File: config.mk
export PLATFORM = sky130hd
export DESIGN_NAME = dual_rail_done_tree
export DESIGN_NICKNAME = d
export VERILOG_FILES = /design/src/rtl/dcd_pkg.sv /design/src/rtl/dcd_rail_term.sv /design/src/rtl/dcd_celem.sv /design/src/rtl/dcd_tree.sv /design/src/rtl/dual_rail_done_tree.sv
export SDC_FILE = /design/constraint.sdc
export NUM_CORES = 1
export LEC_CHECK = 0
export BUFFER_PORTS_ARGS = -buffer_cell sky130_fd_sc_hd__buf_2
export CORE_AREA = 3 3 40 42
export CTS_BUF_LIST = sky130_fd_sc_hd__clkbuf_16
export DETAILED_ROUTE_END_ITERATION = 8
export DIE_AREA = 0 0 43 45
export PLACE_DENSITY = 0.41
export SYNTH_ARGS = -nofsm -noshare
export SYNTH_HDL_FRONTEND = slang
export SYNTH_SLANG_ARGS = --single-unit
File: constraint.sdc
create_clock -name clk -period 1.3 [get_ports clk]
set_clock_uncertainty 0.05 [all_clocks]
set_input_delay 0.13 -clock clk [delete_from_list [all_inputs] [get_ports clk]]
set_output_delay 0.13 -clock clk [all_outputs]
set_load 0.05 [all_outputs]
File: src/rtl/dcd_pkg.sv
package dcd_pkg;

    typedef enum logic {
        DCD_SYMMETRIC  = 1'b0,
        DCD_ASYMMETRIC = 1'b1
    } dcd_mode_e;

    typedef struct packed {
        logic state;
    } cell_regs_t;

    typedef struct packed {
        logic seen_full;
        logic seen_empty;
    } watch_regs_t;

    // Number of nodes at tree level lvl (level 0 = leaves).
    function automatic int level_width(input int n, input int lvl);
        int w;
        w = n;
        for (int k = 0; k < lvl; k++) begin
            w = (w + 1) / 2;
        end
        return w;
    endfunction

    // Number of cell levels between the leaves and the root.
    function automatic int tree_depth(input int n);
        int w;
        int d;
        w = n;
        d = 0;
        while (w > 1) begin
            w = (w + 1) / 2;
            d++;
        end
        return d;
    endfunction

    // Position of the first node of level lvl in the flat node vector.
    function automatic int level_offset(input int n, input int lvl);
        int off;
        off = 0;
        for (int k = 0; k < lvl; k++) begin
            off += level_width(n, k);
        end
        return off;
    endfunction

    function automatic int node_total(input int n);
        return level_offset(n, tree_depth(n) + 1);
    endfunction

endpackage

File: src/rtl/dcd_rail_term.sv
module dcd_rail_term #(
    parameter int WIDTH = 5
) (
    input  logic [WIDTH-1:0] rail_t,
    input  logic [WIDTH-1:0] rail_f,
    output logic [WIDTH-1:0] present
);

    logic [WIDTH-1:0] spacer_nor;

    for (genvar b = 0; b < WIDTH; b++) begin : g_bit
        // Per-bit NOR: high only for the spacer code.
        assign spacer_nor[b] = ~(rail_t[b] | rail_f[b]);
        assign present[b]    = ~spacer_nor[b];
    end

endmodule

File: src/rtl/dcd_celem.sv
module dcd_celem
    import dcd_pkg::*;
#(
    parameter int        FANIN = 2,
    parameter dcd_mode_e MODE  = DCD_SYMMETRIC
) (
    input  logic             clk,
    input  logic             rst_n,
    input  logic             pc,
    input  logic [FANIN-1:0] leg,
    output logic             out
);

    localparam bit ASYM = (MODE == DCD_ASYMMETRIC);

    cell_regs_t cell_d, cell_q;
    logic       all_high;
    logic       all_low;
    logic       force_clr;

    always_comb begin
        all_high  = &leg;
        all_low   = ~|leg;
        force_clr = ASYM && !pc;
        cell_d    = cell_q;
        if (force_clr) begin
            cell_d.state = 1'b0;
        end else if (all_high) begin
            cell_d.state = 1'b1;
        end else if (all_low && !ASYM) begin
            cell_d.state = 1'b0;
        end
    end

    always_ff @(posedge clk) begin
        if (!rst_n) begin
            cell_q <= '0;
        end else begin
            cell_q <= cell_d;
        end
    end

    assign out = cell_q.state;

    p_all_high_sets_r6: assert property (@(posedge clk) disable iff (!rst_n)
        ((!ASYM || pc) && (&leg)) |=> out);

    p_all_low_clears_r6: assert property (@(posedge clk) disable iff (!rst_n)
        (!ASYM && leg == '0) |=> !out);

    p_mixed_holds_r5: assert property (@(posedge clk) disable iff (!rst_n)
        ((!ASYM || pc) && !(&leg) && (|leg)) |=> $stable(out));

    p_pc_low_clears_r9: assert property (@(posedge clk) disable iff (!rst_n)
        (ASYM && !pc) |=> !out);

    p_no_spacer_clear_r10: assert property (@(posedge clk) disable iff (!rst_n)
        (ASYM && pc && out) |=> out);

endmodule

File: src/rtl/dcd_tree.sv
module dcd_tree
    import dcd_pkg::*;
#(
    parameter int        WIDTH = 5,
    parameter dcd_mode_e MODE  = DCD_SYMMETRIC
) (
    input  logic             clk,
    input  logic             rst_n,
    input  logic             pc,
    input  logic [WIDTH-1:0] present,
    output logic             root
);

    localparam int DEPTH = tree_depth(WIDTH);
    localparam int TOTAL = node_total(WIDTH);

    logic [TOTAL-1:0] nodes;

    assign nodes[WIDTH-1:0] = present;

    for (genvar l = 1; l <= DEPTH; l++) begin : g_lvl
        localparam int PREV_W   = level_width(WIDTH, l - 1);
        localparam int THIS_W   = level_width(WIDTH, l);
        localparam int PREV_OFF = level_offset(WIDTH, l - 1);
        localparam int THIS_OFF = level_offset(WIDTH, l);
        for (genvar j = 0; j < THIS_W; j++) begin : g_cell
            // A pair when both inputs exist, otherwise the odd leftover
            // climbs through a single-input cell to keep latency uniform.
            localparam int FAN = (2 * j + 1 < PREV_W) ? 2 : 1;
            dcd_celem #(
                .FANIN (FAN),
                .MODE  (MODE)
            ) u_cell (
                .clk   (clk),
                .rst_n (rst_n),
                .pc    (pc),
                .leg   (nodes[PREV_OFF + 2 * j +: FAN]),
                .out   (nodes[THIS_OFF + j])
            );
        end
    end

    assign root = nodes[TOTAL-1];

endmodule

File: src/rtl/dual_rail_done_tree.sv
module dual_rail_done_tree
    import dcd_pkg::*;
#(
    parameter int        WIDTH = 5,
    parameter dcd_mode_e MODE  = DCD_SYMMETRIC
) (
    input  logic             clk,
    input  logic             rst_n,
    input  logic [WIDTH-1:0] rail_t,
    input  logic [WIDTH-1:0] rail_f,
    input  logic             pc,
    output logic             done
);

    localparam bit ASYM = (MODE == DCD_ASYMMETRIC);

    logic [WIDTH-1:0] present;
    logic             all_present;
    logic             all_spacer;
    watch_regs_t      watch_d, watch_q;

    dcd_rail_term #(
        .WIDTH (WIDTH)
    ) u_rail_term (
        .rail_t  (rail_t),
        .rail_f  (rail_f),
        .present (present)
    );

    dcd_tree #(
        .WIDTH (WIDTH),
        .MODE  (MODE)
    ) u_tree (
        .clk     (clk),
        .rst_n   (rst_n),
        .pc      (pc),
        .present (present),
        .root    (done)
    );

    // History of the bus since the last change of done, for the checks below.
    always_comb begin
        all_present = &present;
        all_spacer  = ~|present;
        watch_d     = watch_q;
        if (all_present) begin
            watch_d.seen_full = 1'b1;
        end else if (done) begin
            watch_d.seen_full = 1'b0;
        end
        if (all_spacer) begin
            watch_d.seen_empty = 1'b1;
        end else if (!done) begin
            watch_d.seen_empty = 1'b0;
        end
    end

    always_ff @(posedge clk) begin
        if (!rst_n) begin
            watch_q <= '0;
        end else begin
            watch_q <= watch_d;
        end
    end

    p_rise_needs_full_r3: assert property (@(posedge clk) disable iff (!rst_n)
        $rose(done) |-> watch_q.seen_full);

    p_fall_needs_empty_r4: assert property (@(posedge clk) disable iff (!rst_n)
        (!ASYM && $fell(done)) |-> watch_q.seen_empty);

    p_pc_low_done_r9: assert property (@(posedge clk) disable iff (!rst_n)
        (ASYM && !pc) |=> !done);

    p_reset_done_r1: assert property (@(posedge clk)
        !rst_n |=> !done);

endmodule

==> metrics, run 1 <==
GRT overflow 0; max_slew headroom 83.6%; CTS tree yes; DR iter-0 viols 0; commonest non-fill, non-tap cells in the layout buf_2, dfxtp_1; TritonRoute pass-1 iters 1; Filler cells 132; Reg2Reg Depth 3; global routing's busiest layer met2; Critical R2R Capture u_tree.g_lvl[3].g_cell[0].u_cell.out; max reg flops 6; syn_area_per_cell 11.4 sq um; Post-CTS Setup Repair Bufs 0; Startpoint Class flip-flop; commonest non-fill, non-tap cell in the layout buf_2; post-synthesis cell count 24; peak supply drop 0.787 mV; setup TNS 0 ns; Static Leakage 0.204 nW; GRT met1 Usage 6.54%; vias in the first global route 246; Worst Path Required 1.36 ns; DP Area 353 sq um; slowest stage delay, CP 0.31 ns; Mapped Nets 41; CTS buffer count 3; met3 Use GR 3.98%; die area 1940 sq um; CP cell instances ha_1 > mux2i_1 > nor2b_1; final setup vio count 0; post-route ant nets 0; GRT met2 Usage 12.3%; gpl congestion 0.654; number of buffers added on ports 12; Seq cells post-synth 6; area of the multi-input gates 154 sq um; WL per Instance 9.85 um; Starting Density 21.3%; CP max FO 2; # Max-Cap Violations 0; first-pass GRT wire length 979 um; FP Rows 13; CTS Root Cell clkbuf_16; P per Cell Area 1740 nW/um^2; Post-CTS Resized 0; core area 1280 sq um; largest net degree at the start of global routing 7; Seq/Total Area, Yosys 43.8%; drt drc 0; post-route cell area 428 sq um; flop2flop setup slack 0.31 ns; Hold Path Stages 2; hold path endpoint u_tree.g_lvl[1].g_cell[2].u_cell.out; Die Wd 43 um; Crit-path slowest cell dfxtp_1; yosys warns 0; Hold Path Class primary input to flip-flop; Layout area overhead 56.2%; CTS H-tree depth 1; CTS clk-pin slew, worst paths 0.03 ns; mapped cell area 274 sq um; Max Freq 1.01 GHz; Final period util 76.5%; GR Util All Layers 7.26%; FF+latch area 120 sq um; min-delay src rail_t[4]; Clock Latency Late Sink 0.23 ns; WP data arrival 1.06 ns; maximum clock path buffer count 2; Vias 206; die height 45 um; Fin. Hold Viols 0; min cycle time layout 0.994 ns; drt total wl 532 um; Slew Viols, Final 0; layout cells sized above 1 38.5%; nets 58; RSZ-0062 raised after global routing false; hold slack 0.0498 ns; critical path type flip-flop to flip-flop; Cell variety after synth 7; Worst setup EP type flip-flop; initial antenna violation count 0; reg2reg start u_tree.g_lvl[2].g_cell[0].u_cell.out; antenna cells 0; hold buffers post-CTS 0; Tot Pwr 746 uW; CTS sink count 6; Worst-Margin Slew 0.248 ns; I/O pins 14; status finished clean; drt via density 3.81
routing by layer:
metal | share of wire [%] | up-vias
met4 | 2.6 | 0
li1 | - | 111
met2 | 47 | 10
met1 | 40 | 83
met3 | 9.8 | 2
met5 | 0 | -
logic make-up (layout without fill, tap and decap cells):
group                    Yosys count  after routing  share of synthesized area, %
flip-flops                         6              6                          43.8
multiplexers                       4              4                          14.6
buffers and inverters              0             15                             0
AND/OR/NAND/NOR                    9              9                          20.5
adder cells (fa/ha/maj)            4              4                          18.3
AO/OA/AOI/OAI                      1              1                          2.74
where the power goes:
group / switching, mW / leakage (nW) / total (mW) / internal, mW
Combinational: 0.0202 / 0.118 / 0.0552 / 0.0350
Clock: 0.0965 / 0.0370 / 0.491 / 0.394
Sequential: 0.00457 / 0.0494 / 0.200 / 0.196
Total: 0.121 / 0.204 / 0.746 / 0.625
worst max-delay path by stage:
stage	from	end	slack (ns)	cells after the start
after detailed placement	rail_f[3]	u_tree.g_lvl[1].g_cell[1].u_cell.out	0.15	5
after global routing	u_tree.g_lvl[1].g_cell[1].u_cell.out	u_tree.g_lvl[2].g_cell[0].u_cell.out	0.25	3
final	u_tree.g_lvl[2].g_cell[0].u_cell.out	u_tree.g_lvl[3].g_cell[0].u_cell.out	0.31	3
after global placement	rail_f[0]	u_tree.g_lvl[1].g_cell[0].u_cell.out	0.17	5
after floorplan	rail_f[0]	u_tree.g_lvl[1].g_cell[0].u_cell.out	0.29	4
after CTS	u_tree.g_lvl[2].g_cell[0].u_cell.out	u_tree.g_lvl[3].g_cell[0].u_cell.out	0.30	3
metrics by stage:
stage / setup slack [ns] / util (%) / instances
after floorplan: 0.294 / - / 24
final: 0.306 / 33.3 / 54
after global routing: 0.248 / 33.3 / 54
after global placement: 0.168 / 27.5 / 51
after detailed placement: 0.148 / 27.5 / 51
after CTS: 0.296 / 33.3 / 54
worst max-delay path, delay by kind of cell (launching register included):
family / cells / cell delay, ns
fa+ha+maj: 1 / 0.29
mux: 1 / 0.18
simple gates: 1 / 0.06
flops: 1 / 0.31
cell usage after synthesis:
| cell type | instances | area [sq um] |
|---|---|---|
| and2_1 | 1 | 6.26 |
| dfxtp_1 | 6 | 120 |
| ha_1 | 4 | 50.1 |
| mux2i_1 | 4 | 40.0 |
| nor2b_1 | 4 | 25.0 |
| o21a_1 | 1 | 7.51 |
| or2_1 | 4 | 25.0 |
layout make-up:
| cell class | instances | area share (%) |
|---|---|---|
| clock buffer | 3 | 17.5 |
| multi-input combinational | 18 | 36.0 |
| sequential | 6 | 28.1 |
| tap | 15 | 4.39 |
| timing repair buffer | 12 | 14.0 |
Note: power is estimated with default switching activity, not from simulation.
==> inputs of run 2 (changes only) <==
clock period = 1 ns   (was 1.3 ns; I/O delays follow)
==> metrics, run 2 (synthesis gave the netlist of run 1 again) <==
status finished clean; drt drc 0 (unchanged); Starting Density 21.3% (unchanged); flop2flop setup slack 0.03 ns (-0.28 ns); antenna cells 0 (unchanged); vias in the first global route 238 (-3.3%); Final period util 97.1% (+21 points); CTS H-tree depth 1 (unchanged); Hold Path Stages 2 (unchanged); Reg2Reg Depth 3 (unchanged); WL per Instance 9.59 um (-2.6%); crit path launch u_tree.g_lvl[1].g_cell[0].u_cell.out; peak supply drop 1.08 mV (+38%); Startpoint Class flip-flop; P per Cell Area 2170 nW/um^2 (+24%); nets 58 (unchanged); drt total wl 518 um (-2.6%); Max Freq 1.03 GHz (+2.3%); drt via density 3.85 (+0.97%); Post-Layout Cell Count 54 (unchanged); GR Util All Layers 6.67% (-0.58 points); layout cells sized above 1 51.3% (+13 points); # Max-Cap Violations 0 (unchanged); CTS buffer count 3 (unchanged); number of buffers added on ports 12 (unchanged); Vias 208 (+0.97%); Slew Viols, Final 0 (unchanged); CP max FO 2 (unchanged); GRT overflow 0 (unchanged); maximum clock path buffer count 2 (unchanged); pre-CTS WS -0.124 ns (-0.273 ns); I/O pins 14 (unchanged); Hold Path Class primary input to flip-flop; max_slew headroom 83.6% (about the same); first-pass GRT wire length 903 um (-7.8%); post-route ant nets 0 (unchanged); FP Rows 13 (unchanged); Die Wd 43 um (unchanged); WP data arrival 1.04 ns (-0.02 ns); largest net degree at the start of global routing 7 (unchanged); Placed Cells 51 (unchanged); CTS tree yes; hold buffers post-CTS 0 (unchanged); CTS Root Cell clkbuf_16; CTS sink count 6 (unchanged); reg2reg start u_tree.g_lvl[1].g_cell[0].u_cell.out; CTS clk-pin slew, worst paths 0.03 ns (about the same); Worst-Margin Slew 0.247 ns (-0.00126 ns); critical path type flip-flop to flip-flop; die height 45 um (unchanged); Worst Path Required 1.06 ns (-0.30 ns); Filler cells 135 (+2.3%); commonest non-fill, non-tap cell in the layout buf_2; Static Leakage 0.202 nW (-1.3%); min-delay src rail_t[4]; initial antenna violation count 0 (unchanged); DR iter-0 viols 0 (unchanged); max reg flops 6 (unchanged); die area 1940 sq um (unchanged); commonest non-fill, non-tap cells in the layout buf_2, mux2i_1, nor2b_1, or2_1; DP HPWL 412 um; Fin. Hold Viols 0 (unchanged); hold path endpoint u_tree.g_lvl[1].g_cell[2].u_cell.out; TritonRoute pass-1 iters 1 (unchanged); RSZ-0062 raised after global routing true; Worst setup EP type flip-flop; Critical R2R Capture u_tree.g_lvl[2].g_cell[0].u_cell.out; Layout area overhead 66.7%; setup ws final 0.0285 ns (-0.277 ns); Clock Latency Late Sink 0.23 ns (about the same); core area 1280 sq um (unchanged); final setup vio count 0 (unchanged); gpl congestion 0.662 (+1.1%); min cycle time layout 0.971 ns (-0.0226 ns)
## run 2: critical path, stage by stage (launching register included)
cell and delay, ns:
dfxtp_2 0.33, ha_4 0.26, mux2i_1 0.17, nor2b_1 0.06
## run 2: final cells by class
class / instances / area (sq um) / area share, %
clock buffers: 3 / 75.1 / 16.4
multi-input cells: 18 / 179 / 39.2
flip-flops and latches: 6 / 124 / 27.1
well taps: 15 / 18.8 / 4.11
repair buffers: 12 / 60.1 / 13.2
## run 2: worst max-delay path by stage
stage	to	cells past startpoint	slack [ns]
detailed placement	u_tree.g_lvl[1].g_cell[1].u_cell.out	5	-0.12
global placement	u_tree.g_lvl[1].g_cell[1].u_cell.out	5	-0.1
finish	u_tree.g_lvl[2].g_cell[0].u_cell.out	3	0.03
floorplan	u_tree.g_lvl[1].g_cell[1].u_cell.out	4	0.02
CTS	u_tree.g_lvl[2].g_cell[0].u_cell.out	3	0.01
global route	u_tree.g_lvl[2].g_cell[0].u_cell.out	3	-0.01
## run 2: stage by stage
step / total power, mW / utilization [%] / hold slack (ns) / instance area, sq um / TNS [ns]
floorplan: 0.307 / - / 0.160 / 274 / 0
global placement: 0.333 / 27.5 / 0.247 / 353 / -0.195
detailed placement: 0.336 / 27.5 / 0.253 / 353 / -0.231
CTS: 0.993 / 33.3 / 0.0174 / 428 / 0
global route: 1.02 / 35.5 / 0.0331 / 457 / -0.00964
finish: 0.989 / 35.5 / 0.0205 / 457 / 0
## run 2: repair_timing
action | 4_1_cts | 5_1_grt
endpoints found under the setup margin | 0 | 2
setup buffers | 0 | 0
gates resized for setup | 0 | 5
## run 2: per-layer routing
layer | GRT usage, % | vias to the layer above | wire, um
li1 | - | 112 | -
met1 | 7.26 | 84 | 239
met2 | 9.28 | 10 | 225
met3 | 2.79 | 2 | 38
met4 | 7.23 | 0 | 15
met5 | 0 | - | 0
## run 2: where the power goes
part / internal [mW] / switching (mW) / total [mW]
Clock: 0.513 / 0.132 / 0.645
Combinational: 0.0508 / 0.0255 / 0.0764
Sequential: 0.257 / 0.0108 / 0.267
Total: 0.820 / 0.168 / 0.989
==> inputs of run 3 (changes only) <==
clock period = 0.9 ns   (was 1 ns; I/O delays follow)
==> metrics, run 3 (synthesis gave the netlist of run 1 again) <==
Slew Viols, Final 0 (unchanged); drt via density 4.00 (+3.8%); Final period util 110% (+13 points); gpl congestion 0.600 (-9.3%); CP cell instances ha_4 > mux2i_1 > nor2b_1; CTS H-tree depth 1 (unchanged); max_slew headroom 91.9% (+8.3 points); Layout area overhead 68.9%; I/O pins 14 (unchanged); number of buffers added on ports 12 (unchanged); DP HPWL 398 um (-3.3%); hold buffers post-CTS 0 (unchanged); FP Rows 13 (unchanged); setup TNS -0.169 ns (-0.169 ns); Die Wd 43 um (unchanged); GR Util All Layers 7.18% (+0.51 points); drt drc 0 (unchanged); first-pass GRT wire length 952 um (+5.4%); # Max-Cap Violations 0 (unchanged); WP data arrival 1.05 ns (about the same); nets 58 (unchanged); Startpoint Class flip-flop; layout cells sized above 1 53.8% (+2.6 points); Static Leakage 0.202 nW (+0.33%); Vias 216 (+3.8%); GRT overflow 0 (unchanged); core area 1280 sq um (unchanged); Hold Path Class primary input to flip-flop; Placed Cells 51 (unchanged); max reg flops 6 (unchanged); commonest non-fill, non-tap cell in the layout buf_2; Worst Path Required 0.96 ns (-0.10 ns); min cycle time layout 0.992 ns (+0.0204 ns); Fin. Hold Viols 0 (unchanged); failing checks setup timing; Buffers & Inverters on Critical Path 0 (unchanged); commonest non-fill, non-tap cells in the layout buf_2, mux2i_1, nor2b_1, or2_1; TritonRoute pass-1 iters 2 (+1); CP max FO 2 (unchanged); drt total wl 587 um (+13%); CTS Root Cell clkbuf_16; Reg2Reg Depth 3 (unchanged); final setup vio count 2 (+2); CTS clk-pin slew, worst paths 0.03 ns (about the same); CTS tree yes; setup ws final -0.0919 ns (-0.120 ns); Clock Latency Late Sink 0.22 ns (about the same); post-route cell area 463 sq um (+1.4%); P per Cell Area 2350 nW/um^2 (+8.6%); Post-CTS Setup Repair Bufs 0 (unchanged); CTS buffer count 3 (unchanged); critical path depth in cells 3 (unchanged); antenna cells 0 (unchanged); status finished with violations; Starting Density 21.3% (unchanged); Hold Path Stages 2 (unchanged); Crit-path slowest cell dfxtp_4; DP Area 368 sq um (+4.3%); CP top delay family flip-flops; WL per Instance 10.9 um (+13%); Final Util 36.0% (+0.49 points); CTS sink count 6 (unchanged); largest net degree at the start of global routing 7 (unchanged); DR iter-0 viols 1 (+1); critical path type flip-flop to flip-flop; die height 45 um (unchanged); Worst setup EP type flip-flop; die area 1940 sq um (unchanged); Max Freq 1.01 GHz (-2.1%); vias in the first global route 237 (-0.42%); maximum clock path buffer count 2 (unchanged); Worst-Margin Slew 0.118 ns (-0.129 ns); RSZ-0062 raised after global routing true; Tot Pwr 1.09 mW (+10%); initial antenna violation count 0 (unchanged); peak supply drop 2.02 mV (+86%); Post-Layout Cell Count 54 (unchanged); post-route ant nets 0 (unchanged); slowest stage delay, CP 0.34 ns (about the same)
run 3: cell counts in the layout (fill, tap and decap cells not counted):
Identical to the previous run, type by type.
run 3: what timing repair did:
| item | in CTS | in global routing |
|---|---|---|
| pin swaps | 1 | 0 |
| resized for setup | 4 | 1 |
| endpoints found under the setup margin | 3 | 2 |
run 3: path summary, 6_finish.rpt:
path	from	end	slack, ns
worst min-delay path	rail_t[4]	u_tree.g_lvl[1].g_cell[2].u_cell.out	0.01
worst min register to register	u_tree.g_lvl[1].g_cell[2].u_cell.out	u_tree.g_lvl[2].g_cell[1].u_cell.out	0.38
worst max register to register	u_tree.g_lvl[2].g_cell[0].u_cell.out	u_tree.g_lvl[3].g_cell[0].u_cell.out	-0.09
worst max-delay path	u_tree.g_lvl[2].g_cell[0].u_cell.out	u_tree.g_lvl[3].g_cell[0].u_cell.out	-0.09
run 3: layout make-up:
cell class	instances	area (sq um)
Fill cell	132	822
Tap cell	15	18.8
Sequential cell	6	128
Clock buffer	3	75.1
Timing Repair Buffer	12	62.6
Multi-Input combinational cell	18	179
run 3: where the power goes:
| group | leakage, nW | internal [mW] | switching [mW] |
|---|---|---|---|
| combinational | 0.114 | 0.0573 | 0.0295 |
| sequential | 0.0513 | 0.283 | 0.0119 |
| clock | 0.0370 | 0.569 | 0.139 |
| total | 0.202 | 0.909 | 0.180 |
run 3: metal layers:
layer	track usage [%]	vias up	share of wire [%]
met5	0	-	0
met4	0	0	0
met3	5.98	0	7.0
met2	13.8	7	56
met1	6.08	98	37
li1	-	111	-
run 3: through the flow:
stage	setup slack (ns)	hold slack, ns
after global placement	-0.193	0.235
after global routing	-0.135	0.0379
after CTS	-0.0795	0.0104
after detailed placement	-0.204	0.238
final	-0.0919	0.0118
after floorplan	-0.0659	0.150
